<file path="config.mk">
export PLATFORM = sky130hd
export DESIGN_NAME = irq_ctl_reg
export DESIGN_NICKNAME = d
export VERILOG_FILES = /design/src/rtl/irq_ctl_pkg.sv /design/src/rtl/irq_ctl_ctrl.sv /design/src/rtl/irq_ctl_dp.sv /design/src/rtl/irq_ctl_reg.sv
export SDC_FILE = /design/constraint.sdc
export NUM_CORES = 1
export LEC_CHECK = 0
export BUFFER_PORTS_ARGS = -buffer_cell sky130_fd_sc_hd__clkbuf_2
export CORE_MARGIN = 2
export CORE_UTILIZATION = 30
export CTS_CLUSTER_SIZE = 28
export DETAILED_ROUTE_END_ITERATION = 6
export GPL_ROUTABILITY_DRIVEN = 0
export HOLD_SLACK_MARGIN = 0.03
export PLACE_DENSITY = 0.8
export SETUP_SLACK_MARGIN = 0.3
export SYNTH_ARGS = -nofsm -noshare
export SYNTH_HDL_FRONTEND = slang
export SYNTH_HIERARCHICAL = 1
export SYNTH_SLANG_ARGS = --single-unit
</file>
<file path="constraint.sdc">
create_clock -name clk -period 1 [get_ports clk]
set_input_delay 0.2 -clock clk [delete_from_list [all_inputs] [get_ports clk]]
set_output_delay 0.2 -clock clk [all_outputs]
set_load 0.01 [all_outputs]
</file>
<file path="src/rtl/irq_ctl_pkg.sv">
package irq_ctl_pkg;
  localparam int DATA_W   = 16;
  localparam int VEC_W    = 8;
  localparam int NUM_LOCK = 4;
  localparam int NUM_SRC  = 2;

  // readback field positions (the vector decoder depends on the low byte)
  localparam int POS_MASTER   = 15;
  localparam int POS_TYPE     = 8;
  localparam int POS_LOCK_LSB = 10;
  localparam int POS_PEND_LSB = 4;
  localparam int POS_EN_LSB   = 0;

  // source 0 = ready (edge detected), source 1 = burst done (pulse)
  localparam int SRC_RDY = 0;
  localparam int SRC_EOB = 1;
  localparam logic [NUM_SRC-1:0] SRC_IS_EDGE = 2'b01;

  typedef struct packed {
    logic               cfgLoad;
    logic               cfgMaster;
    logic               cfgType;
    logic [NUM_SRC-1:0] cfgEn;
    logic [NUM_SRC-1:0] pendClr;
    logic               ackDisarm;
    logic               vecDrive;
  } ctlStrb_t;
endpackage

</file>
<file path="src/rtl/irq_ctl_ctrl.sv">
module irq_ctl_ctrl
  import irq_ctl_pkg::*;
(
  input  logic              wrEn,
  input  logic [DATA_W-1:0] wrData,
  input  logic              ackStrobe,
  input  logic              typeQ,
  output ctlStrb_t          strb
);
  logic unusedWrBits;
  assign unusedWrBits = ^{wrData[14:9], wrData[7:6], wrData[3:2]};

  always_comb begin
    strb           = '0;
    strb.cfgLoad   = wrEn;
    strb.cfgMaster = wrData[POS_MASTER];
    strb.cfgType   = wrData[POS_TYPE];
    for (int i = 0; i < NUM_SRC; i++) begin
      strb.cfgEn[i]   = wrData[POS_EN_LSB + i];
      strb.pendClr[i] = wrEn & wrData[POS_PEND_LSB + i];
    end
    strb.ackDisarm = ackStrobe & typeQ;
    strb.vecDrive  = ackStrobe & typeQ;
  end
endmodule

</file>
<file path="src/rtl/irq_ctl_dp.sv">
module irq_ctl_dp
  import irq_ctl_pkg::*;
(
  input  logic                clk,
  input  logic                rstN,
  input  ctlStrb_t            strb,
  input  logic [NUM_SRC-1:0]  srcIn,
  input  logic [NUM_LOCK-1:0] lockFlags,
  output logic                typeQ,
  output logic [DATA_W-1:0]   rdData,
  output logic [VEC_W-1:0]    irqVector,
  output logic                irqReq
);
  logic               masterQ;
  logic [NUM_SRC-1:0] enQ;
  logic [NUM_SRC-1:0] pendQ;
  logic [NUM_SRC-1:0] evt;

  always_ff @(posedge clk) begin
    if (!rstN) begin
      masterQ <= 1'b0;
      typeQ   <= 1'b0;
      enQ     <= '0;
    end else if (strb.cfgLoad) begin
      masterQ <= strb.cfgMaster;
      typeQ   <= strb.cfgType;
      enQ     <= strb.cfgEn;
    end else if (strb.ackDisarm) begin
      masterQ <= 1'b0;
    end
  end

  for (genvar i = 0; i < NUM_SRC; i++) begin : g_src
    if (SRC_IS_EDGE[i]) begin : g_edge
      logic prevQ;
      always_ff @(posedge clk) begin
        if (!rstN) prevQ <= 1'b0;
        else       prevQ <= srcIn[i];
      end
      assign evt[i] = srcIn[i] & ~prevQ;
    end else begin : g_pulse
      assign evt[i] = srcIn[i];
    end

    always_ff @(posedge clk) begin
      if (!rstN) pendQ[i] <= 1'b0;
      else       pendQ[i] <= evt[i] | (pendQ[i] & ~strb.pendClr[i]);
    end
  end

  always_comb begin
    rdData = '0;
    rdData[POS_MASTER] = masterQ;
    rdData[POS_TYPE]   = typeQ;
    rdData[POS_LOCK_LSB +: NUM_LOCK] = lockFlags;
    for (int i = 0; i < NUM_SRC; i++) begin
      rdData[POS_PEND_LSB + i] = pendQ[i];
      rdData[POS_EN_LSB + i]   = enQ[i];
    end
  end

  assign irqReq    = masterQ & |(pendQ & enQ);
  assign irqVector = strb.vecDrive ? rdData[VEC_W-1:0] : '0;
endmodule

</file>
<file path="src/rtl/irq_ctl_reg.sv">
module irq_ctl_reg
  import irq_ctl_pkg::*;
(
  input  logic                clk,
  input  logic                rstN,
  input  logic                wrEn,
  input  logic [DATA_W-1:0]   wrData,
  output logic [DATA_W-1:0]   rdData,
  input  logic                burstDone,
  input  logic                readyIn,
  input  logic [NUM_LOCK-1:0] lockFlags,
  input  logic                ackStrobe,
  output logic [VEC_W-1:0]    irqVector,
  output logic                irqReq
);
  ctlStrb_t           strb;
  logic               typeQ;
  logic [NUM_SRC-1:0] srcIn;

  always_comb begin
    srcIn          = '0;
    srcIn[SRC_RDY] = readyIn;
    srcIn[SRC_EOB] = burstDone;
  end

  irq_ctl_ctrl ctrl_i (
    .wrEn(wrEn), .wrData(wrData), .ackStrobe(ackStrobe),
    .typeQ(typeQ), .strb(strb)
  );

  irq_ctl_dp dp_i (
    .clk(clk), .rstN(rstN), .strb(strb), .srcIn(srcIn),
    .lockFlags(lockFlags), .typeQ(typeQ), .rdData(rdData),
    .irqVector(irqVector), .irqReq(irqReq)
  );
endmodule

</file>
==> results of run 1 <==
-- report_power, final --
| part | internal, µW | total [µW] | switching (µW) |
|---|---|---|---|
| registers | 298 | 317 | 18.6 |
| logic | 101 | 170 | 69.0 |
| clock network | 153 | 262 | 109 |
| total | 552 | 749 | 197 |
-- cells in the final DEF, fill, tap and decap left out, drive strengths merged --
cell type and instances:
and2 8, clkbuf 17, buf 16, nand2b 2, mux2i 3, a21boi 1, nor2b 5, o21a 1
a22oi 1, nor4bb 1, a31o 1, conb 10, dfxtp 7
-- worst max-delay path by stage --
stage                     startpoint            to  slack (ns)  depth (start not counted)
final                     dp_i/typeQ  irqVector[0]       -0.19                          3
after global routing      dp_i/typeQ  irqVector[0]       -0.22                          3
after CTS                 dp_i/typeQ  irqVector[5]       -0.21                          3
after detailed placement  dp_i/typeQ  irqVector[0]        0.06                          3
after global placement    dp_i/typeQ  irqVector[0]        0.06                          3
after floorplan           dp_i/typeQ  dp_i/masterQ        0.03                          4
-- worst max-delay path: stages, from the launching register on --
cell and delay, ns:
dfxtp_2 0.33, and2_4 0.17, and2_4 0.15, buf_6 0.09
-- stage by stage --
| stage | hold slack [ns] | instance area [µm²] |
|---|---|---|
| after floorplan | 0.3175 | 535.5 |
| after global placement | 0.4001 | 485.5 |
| after detailed placement | 0.4001 | 485.5 |
| after CTS | 0.1523 | 599.3 |
| after global routing | 0.1627 | 675.6 |
| final | 0.1568 | 675.6 |
-- cell type report --
cell class                      instances  share of cell area
Sequential cell                         7              0.2259
Clock buffer                            4             0.03889
Multi-Input combinational cell         33              0.3537
Tap cell                               16             0.02963
Timing Repair Buffer                   29              0.3519
-- repair_timing --
action	CTS	global route
gates cloned	0	0
endpoints found under the hold margin	0	0
setup endpoints to repair	13	16
gates resized for setup	11	22
buffers inserted	7	0
pin swaps	5	1
-- flip-flops by register name (all words and copies together), names as in the netlist --
register and flops:
dp_i/masterQ 1, dp_i/typeQ 1, dp_i/rdData 2, dp_i/g_src.g_edge.prevQ 1, dp_i/enQ 2
-- layer usage --
layer  routed length, µm  up-vias  share of wire
li1                    -      179              -
met1                 344      173           0.34
met4                   4        0         0.0040
met2                 560       29           0.56
met5                   0        -              0
met3                 100        2          0.099
-- logic make-up after synthesis --
logic type      synth area share
compound gates           0.07144
buf+inv                   0.3597
flops                     0.2857
mux                      0.06123
other cells             0.007646
simple gates              0.2143
==> results by group, run 1 <==
Clock tree
  • CTS tree: yes
  • Num CTS Buffers: 3
  • Htree depth: 1
  • CTS Hold Bufs: 0
  • Clk_lat worst skew: 0.26 ns
  • Root Buffer: clkbuf_4
  • Clock edge transition at the registers on the reported setup and hold paths: 0.05 ns
  • Max Buffers Root-to-Sink: 2
  • Clock sink total: 7

Drt
  • DR WL/cell: 11.34 µm
  • Vias per std cell: 4.303
  • DRT Wirelength: 1009 µm
  • # DRC: 0
  • Via Count: 383
  • DRT Pass-1 Iters: 2
  • Final ANT Viol Nets: 0
  • DR iter-0 viols: 2

Global route
  • Vias in the first global route: 331
  • Initial antenna violation count: 0
  • Global-route met2 utilization: 0.1559
  • Met1 Usage GRT: 0.1072
  • GRT Residual Overflow: 0
  • GR met3 Demand/Resource: 0.04082
  • First-pass GRT wire length: 1400 µm
  • Most crowded layer after global routing: met2
  • Largest net degree at the start of global routing: 9
  • GRT Total Usage: 0.1029

STA
  • Tmin final: 1.192 ns
  • Slew Limit Fails: 0
  • Final Hold Violating Endpoints: 0
  • Setup Viol. Count Final: 9
  • Final Cycle Share: 1.192
  • Final Skew: 0.00008640 ns
  • Setup TNS: -1.189 ns
  • Peak Freq: 838.6 MHz
  • Final setup margin: -0.1924 ns
  • Unrepaired setup endpoints after global routing: yes

Logic synthesis
  • Asr flop ratio synth: 0
  • Cells after synthesis: 54
  • Most frequent cell after synthesis: buf_4
  • Post-synth top area share: 0.3367
  • Largest cells by area after synthesis: buf_4 (34%), dfxtp_1 (29%), and2_1 (8.9%)
  • Seq/Total Area, Yosys: 0.2857
  • Commonest cells in the netlist: buf_4 (22), and2_1 (7), dfxtp_1 (7)
  • Synth Register Bits: 7
  • Synth Cell Area: 490.5 µm²
  • Avg Cell Area, Syn: 9.083 µm²
  • Yosys cell types: 14
  • Main flop type after synthesis: dfxtp_1
  • Yosys top cell by area: buf_4
  • Synth warnings: 6
  • Post-synth EDFFs: 0

Critical path
  • Crit end category: output port
  • WS Path Type: flip-flop to output port
  • R2R cell count: 5
  • Reg2reg end: dp_i/masterQ
  • Startpoint Class: flip-flop
  • FF-to-FF Start: dp_i/typeQ
  • Req. time, crit path: 0.80 ns
  • R2r setup slk: -0.13 ns
  • Worst EP arrival: 0.99 ns
  • Crit-path max FO: 5

Floorplan
  • Rows: 14
  • Die X: 44.44 µm
  • DIE AREA: 1974 µm²
  • # IOs: 51
  • Die height: 44.44 µm
  • Core region area: 1524 µm²
  • Initial Util: 0.3218

Power
  • Worst VDD drop: 719.5 µV
  • Pwr Total: 748.9 µW
  • P_leak: 0.0003368 µW
  • Power per cell area: 1108 nW/µm²

Placement
  • # port buffers: 22
  • Detailed placement HPWL: 638.1 µm
  • Placed insts: 78
  • Pre-CTS WS: 0.05779 ns

Layout
  • Area grow syn2layout: 37.76%
  • Filler Cell Count: 144
  • Share of layout cells above drive strength 1: 0.6575
  • Core Util, Final: 0.4434
  • # diodes: 0
  • Sequential cell area: 152.6 µm²
  • NumNets Final: 100
  • Multi-input logic area: 239.0 µm²
  • Fin cells: 89

Worst hold path
  • HP Class: input pin to flip-flop
  • Hold EP: dp_i/rdData[5]
  • Min-delay src: burstDone
  • WHS Path Cells: 2

Status
  • Outcome: complete, but fails checks
  • Failing checks: setup timing

Job
  • Max-cap viol count: 0
Note: power is estimated with default switching activity, not from simulation.
==> run 2, diff against run 1 <==
--- a/config.mk
+++ b/config.mk
@@ -6,13 +6,13 @@
 export NUM_CORES = 1
 export LEC_CHECK = 0
 export BUFFER_PORTS_ARGS = -buffer_cell sky130_fd_sc_hd__clkbuf_2
-export CORE_MARGIN = 2
+export CORE_MARGIN = 5
 export CORE_UTILIZATION = 30
 export CTS_CLUSTER_SIZE = 28
 export DETAILED_ROUTE_END_ITERATION = 6
 export GPL_ROUTABILITY_DRIVEN = 0
 export HOLD_SLACK_MARGIN = 0.03
-export PLACE_DENSITY = 0.8
+export PLACE_DENSITY = 0.79
 export SETUP_SLACK_MARGIN = 0.3
 export SYNTH_ARGS = -nofsm -noshare
 export SYNTH_HDL_FRONTEND = slang
==> constraint.sdc (replaced) <==
create_clock -name clk -period 1 [get_ports clk]
set_input_delay 0.1 -clock clk [delete_from_list [all_inputs] [get_ports clk]]
set_output_delay 0.1 -clock clk [all_outputs]
set_load 0.01 [all_outputs]
==> results by group, run 2 (synthesized netlist as in run 1, its figures left out) <==
Floorplan
  • Die height: 50.44 µm (+14%)
  • Die X: 50.44 µm (+14%)
  • Rows: 14 (unchanged)
  • Initial Util: 0.3218 (unchanged)
  • DIE AREA: 2544 µm² (+29%)
  • # IOs: 51 (unchanged)
  • Core region area: 1524 µm² (unchanged)

Clock tree
  • Root Buffer: clkbuf_4
  • CTS Hold Bufs: 0 (unchanged)
  • Max Buffers Root-to-Sink: 2 (unchanged)
  • CTS tree: yes
  • Clock edge transition at the registers on the reported setup and hold paths: 0.05 ns (about the same)
  • Num CTS Buffers: 3 (unchanged)
  • Clk_lat worst skew: 0.25 ns (about the same)
  • Clock sink total: 7 (unchanged)
  • Htree depth: 1 (unchanged)

Drt
  • Met2 wire length: 447 µm (-20%)
  • DR iter-0 viols: 1 (-1)
  • WL met1: 397 µm (+15%)
  • DRT Pass-1 Iters: 2 (unchanged)
  • # DRC: 0 (unchanged)
  • Top layer in use: met4
  • DR WL met3: 185 µm (+85%)
  • Via Count: 371 (-3.1%)
  • DR WL/cell: 11.78 µm (+3.9%)
  • Vias per std cell: 4.077 (-5.3%)
  • Final ANT Viol Nets: 0 (unchanged)
  • DRT Wirelength: 1072 µm (+6.2%)

Layout
  • Share of layout cells above drive strength 1: 0.6800 (+0.02247)
  • Area grow syn2layout: 47.19%
  • Most common cell after layout, fill and taps aside: buf_6
  • Commonest non-fill, non-tap cells in the layout: buf_6 (16), clkbuf_2 (12), conb_1 (10)
  • # diodes: 0 (unchanged)
  • Fin cells: 91 (+2.2%)
  • NumNets Final: 102 (+2.0%)

Critical path
  • CP cell instances: and2_4 -> and2_1 -> buf_2
  • R2r setup slk: -0.01 ns (+0.12 ns)
  • Crit-path slowest cell: dfxtp_2
  • WS Path Type: flip-flop to output port
  • Slowest Stage Delay on Critical Path: 0.32 ns (about the same)
  • Crit-path max FO: 5 (unchanged)
  • FF-to-FF Start: dp_i/typeQ
  • Worst EP arrival: 0.98 ns (about the same)
  • R2R cell count: 4 (-1)
  • Buf+Inv Stages, Crit Path: 1 (unchanged)
  • Reg2reg end: dp_i/masterQ
  • Crit end category: output port
  • CP top delay family: flip-flops
  • Startpoint Class: flip-flop
  • Req. time, crit path: 0.90 ns (+0.10 ns)

Job
  • Max-cap viol count: 0 (unchanged)

Status
  • Outcome: complete, but fails checks
  • Failing checks: setup timing

Power
  • Internal power: 573.9 µW (+4.0%)
  • Sw frac: 0.2648 (+0.001810)
  • Sequential Power Share: 0.403 (-0.020)
  • Switching power: 206.7 µW (+5.0%)
  • Power per cell area: 1081 nW/µm² (-2.4%)
  • Clk pwr share: 0.337 (-0.013)
  • Worst VDD drop: 674.4 µV (-6.3%)
  • P_leak: 0.0003562 µW (+5.8%)
  • Pwr Total: 780.6 µW (+4.2%)
  • Combinational power share: 0.260 (+0.033)

Global route
  • GRT Total Usage: 0.08424 (-0.01863)
  • Initial antenna violation count: 0 (unchanged)
  • Vias in the first global route: 356 (+7.6%)
  • First-pass GRT wire length: 1593 µm (+14%)
  • Largest net degree at the start of global routing: 9 (unchanged)
  • GRT Residual Overflow: 0 (unchanged)

STA
  • Slew Limit Fails: 0 (unchanged)
  • Final Cycle Share: 1.083 (-0.1093)
  • Peak Freq: 923.2 MHz (+10%)
  • Setup TNS: -0.4208 ns (+0.7677 ns)
  • Worst hold slack: 0.06216 ns (-0.09464 ns)
  • Final Skew: 0.0001818 ns (+0.00009540 ns)
  • Unrepaired setup endpoints after global routing: yes
  • Setup Viol. Count Final: 8 (-1)
  • Final Hold Violating Endpoints: 0 (unchanged)
  • Final setup margin: -0.08315 ns (+0.1093 ns)
  • Tmin final: 1.083 ns (-0.1093 ns)

Worst hold path
  • Hold EP: dp_i/rdData[5]
  • WHS Path Cells: 2 (unchanged)
  • Min-delay src: burstDone
  • HP Class: input pin to flip-flop

Placement
  • Placed insts: 78 (unchanged)
  • Detailed placement HPWL: 761.3 µm (+19%)
  • # port buffers: 22 (unchanged)
## run 2: metrics by stage
stage	worst slack (ns)	utilization	area, µm²
after global routing	-0.1382	0.4737	721.9
after global placement	0.1086	0.3186	485.5
final	-0.08315	0.4737	721.9
after floorplan	0.03273	-	531.8
after detailed placement	0.08417	0.3186	485.5
after CTS	-0.09284	0.4039	615.6
## run 2: power by group through the flow
stage                     Sequential, µW  Clock [µW]  Combinational [µW]
after floorplan                      321           0                 133
after global placement               317           0                 111
after detailed placement             319           0                 114
after CTS                            314         265                 161
after global routing                 317         295                 218
final                                315         263                 203
## run 2: how the worst max path moves through the flow
stage / start / to / slack (ns) / cells after the start
5_1_grt: dp_i/rdData[4] / irqReq / -0.14 / 3
3_3_place_gp: dp_i/typeQ / dp_i/masterQ / 0.11 / 3
2_1_floorplan: dp_i/typeQ / dp_i/masterQ / 0.03 / 4
6_report: dp_i/typeQ / irqVector[5] / -0.08 / 3
3_5_place_dp: dp_i/typeQ / dp_i/masterQ / 0.08 / 3
4_1_cts: dp_i/typeQ / irqVector[1] / -0.09 / 3
## run 2: timing repair
item / CTS / global route
cloned: 0 / 0
pin swaps: 6 / 4
setup endpoints to repair: 13 / 16
setup buffers: 7 / 2
resized for setup: 12 / 28
## run 2: area by class of cell
| cell class | count | area, µm² |
|---|---|---|
| multi-input cells | 33 | 255.2 |
| fillers | 137 | 802.0 |
| clock buffers | 4 | 26.28 |
| flip-flops and latches | 7 | 152.6 |
| repair buffers | 31 | 267.8 |
| well taps | 16 | 20.02 |
## run 2: metal layers
layer	vias to the layer above	track usage
li1	180	-
met1	158	0.09414
met2	29	0.1255
met3	4	0.03550
met4	0	0.06383
met5	-	0
==> run 3, diff against run 2 <==
--- a/config.mk
+++ b/config.mk
@@ -7,12 +7,13 @@
 export LEC_CHECK = 0
 export BUFFER_PORTS_ARGS = -buffer_cell sky130_fd_sc_hd__clkbuf_2
 export CORE_MARGIN = 5
-export CORE_UTILIZATION = 30
+export CORE_UTILIZATION = 32
+export CTS_BUF_LIST = sky130_fd_sc_hd__clkbuf_8
 export CTS_CLUSTER_SIZE = 28
 export DETAILED_ROUTE_END_ITERATION = 6
 export GPL_ROUTABILITY_DRIVEN = 0
 export HOLD_SLACK_MARGIN = 0.03
-export PLACE_DENSITY = 0.79
+export PLACE_DENSITY = 0.83
 export SETUP_SLACK_MARGIN = 0.3
 export SYNTH_ARGS = -nofsm -noshare
 export SYNTH_HDL_FRONTEND = slang
==> results by group, run 3 (synthesized netlist as in run 1, its figures left out) <==
Floorplan
  • DIE AREA: 2416 µm² (-5.0%)
  • # IOs: 51 (unchanged)
  • Die height: 49.15 µm (-2.5%)
  • Rows: 14 (unchanged)
  • Initial Util: 0.3333 (+0.01149)
  • Die X: 49.15 µm (-2.5%)
  • Core region area: 1471 µm² (-3.4%)

Clock tree
  • Clock edge transition at the registers on the reported setup and hold paths: 0.04 ns (about the same)
  • CTS tree: yes
  • Root Buffer: clkbuf_8
  • Max Buffers Root-to-Sink: 2 (unchanged)
  • CTS Hold Bufs: 0 (unchanged)
  • Clk_lat worst skew: 0.23 ns (-0.02 ns)
  • Num CTS Buffers: 3 (unchanged)
  • Htree depth: 1 (unchanged)
  • Clock sink total: 7 (unchanged)

Critical path
  • Crit end category: output port
  • Startpoint Class: flip-flop
  • FF-to-FF Start: dp_i/typeQ
  • R2r setup slk: 0.08 ns (+0.09 ns)
  • Reg2reg end: dp_i/masterQ
  • WS Path Type: flip-flop to output port
  • Slowest Stage Delay on Critical Path: 0.31 ns (about the same)
  • CP cell instances: and2_4 -> and2_1 -> buf_2
  • Crit-path max FO: 5 (unchanged)
  • Crit-path slowest cell: dfxtp_2
  • R2R cell count: 3 (-1)
  • Crit. Startpoint: dp_i/typeQ
  • Req. time, crit path: 0.90 ns (about the same)
  • Critical Path End: irqVector[5]
  • Worst EP arrival: 0.94 ns (-0.04 ns)

Global route
  • First-pass GRT wire length: 1366 µm (-14%)
  • GRT Residual Overflow: 0 (unchanged)
  • Global-route met2 utilization: 0.1094 (-0.01608)
  • GR met3 Demand/Resource: 0.03976 (+0.004252)
  • GRT Total Usage: 0.07241 (-0.01183)
  • Most crowded layer after global routing: met2
  • Met1 Usage GRT: 0.07904 (-0.01509)
  • Largest net degree at the start of global routing: 9 (unchanged)
  • Vias in the first global route: 317 (-11%)
  • Initial antenna violation count: 0 (unchanged)

Status
  • Outcome: complete, but fails checks
  • Failing checks: setup timing

STA
  • Tmin final: 1.041 ns (-0.04232 ns)
  • Slew Limit Fails: 0 (unchanged)
  • Final setup margin: -0.04083 ns (+0.04232 ns)
  • Final Hold Violating Endpoints: 0 (unchanged)
  • Unrepaired setup endpoints after global routing: yes
  • Final Skew: 0.00004283 ns (-0.0001390 ns)
  • Worst hold slack: 0.09565 ns (+0.03349 ns)
  • Setup TNS: -0.1292 ns (+0.2916 ns)
  • Peak Freq: 960.8 MHz (+4.1%)
  • Setup Viol. Count Final: 5 (-3)
  • Final Cycle Share: 1.041 (-0.04232)

Drt
  • DR WL/cell: 11.14 µm (-5.4%)
  • DR iter-0 viols: 0 (-1)
  • DRT Pass-1 Iters: 1 (-1)
  • Via Count: 346 (-6.7%)
  • # DRC: 0 (unchanged)
  • Final ANT Viol Nets: 0 (unchanged)
  • DRT Wirelength: 958 µm (-11%)
  • Vias per std cell: 4.023 (-1.3%)

Layout
  • Core Util, Final: 0.4524 (-0.02135)
  • NumNets Final: 97 (-4.9%)
  • # diodes: 0 (unchanged)
  • Commonest non-fill, non-tap cells in the layout: clkbuf_2 (12), buf_6 (12), conb_1 (10)
  • Area grow syn2layout: 35.71%
  • Share of layout cells above drive strength 1: 0.6286 (-0.05143)

Power
  • Power per cell area: 1303 nW/µm² (+21%)
  • Worst VDD drop: 786.6 µV (+17%)
  • P_leak: 0.0003339 µW (-6.3%)

Worst hold path
  • HP Class: input pin to flip-flop

Job
  • Max-cap viol count: 0 (unchanged)

Placement
  • # port buffers: 22 (unchanged)
==> run 3: changes by cell type in the layout (fill, tap and decap cells not counted), sizes merged <==
cell,change
clkbuf,-1
buf,-5
inv,+1
==> run 3: worst min-delay path by stage <==
stage                             from             end  slack [ns]  cells after the start
after floorplan                   rstN  dp_i/rdData[5]        0.22                      1
after detailed placement  lockFlags[2]      rdData[12]        0.20                      0
after global routing         burstDone  dp_i/rdData[5]        0.10                      2
final                        burstDone  dp_i/rdData[5]         0.1                      2
after CTS                    burstDone  dp_i/rdData[5]         0.1                      2
after global placement    lockFlags[2]      rdData[12]        0.20                      0
==> run 3: stage by stage <==
stage	power, µW	worst slack (ns)	area (µm²)	std cells
after floorplan	453.4	0.03273	531.8	63
after global placement	429.0	0.1140	485.5	78
after detailed placement	433.0	0.07994	485.5	78
after CTS	835.9	-0.06236	558.0	84
after global routing	910.1	-0.08265	665.6	86
final	867.4	-0.04083	665.6	86
==> run 3: where the power goes <==
part	switching, µW	internal [µW]	total [µW]
clock network	122	265	387
logic	69.1	96.9	166
registers	16.7	297	314
total	208	660	867
==> run 3: timing repair <==
item                       CTS  global route
hold endpoints to repair     0             0
setup endpoints to repair   13            15
pin swaps                    5             2
setup buffers                2             2
gates resized for setup      5            29
==> run 3: area by class of cell <==
class / instances / area, µm²
fillers: 149 / 805.8
clock inverters: 1 / 3.754
repair buffers: 26 / 207.7
multi-input cells: 33 / 237.7
flip-flops and latches: 7 / 155.1
clock buffers: 3 / 41.29
well taps: 16 / 20.02
==> run 3: worst max-delay path, delay by kind of cell, from the launching register on <==
family                 cells  cell delay [ns]
AND/OR/NAND/NOR            2             0.28
flip-flops                 1             0.31
buffers and inverters      1             0.13
==> run 3: metal layers <==
| metal | vias to the layer above | share of wire |
|---|---|---|
| li1 | 170 | - |
| met4 | 0 | 0 |
| met2 | 17 | 0.49 |
| met5 | - | 0 |
| met3 | 0 | 0.12 |
| met1 | 159 | 0.40 |
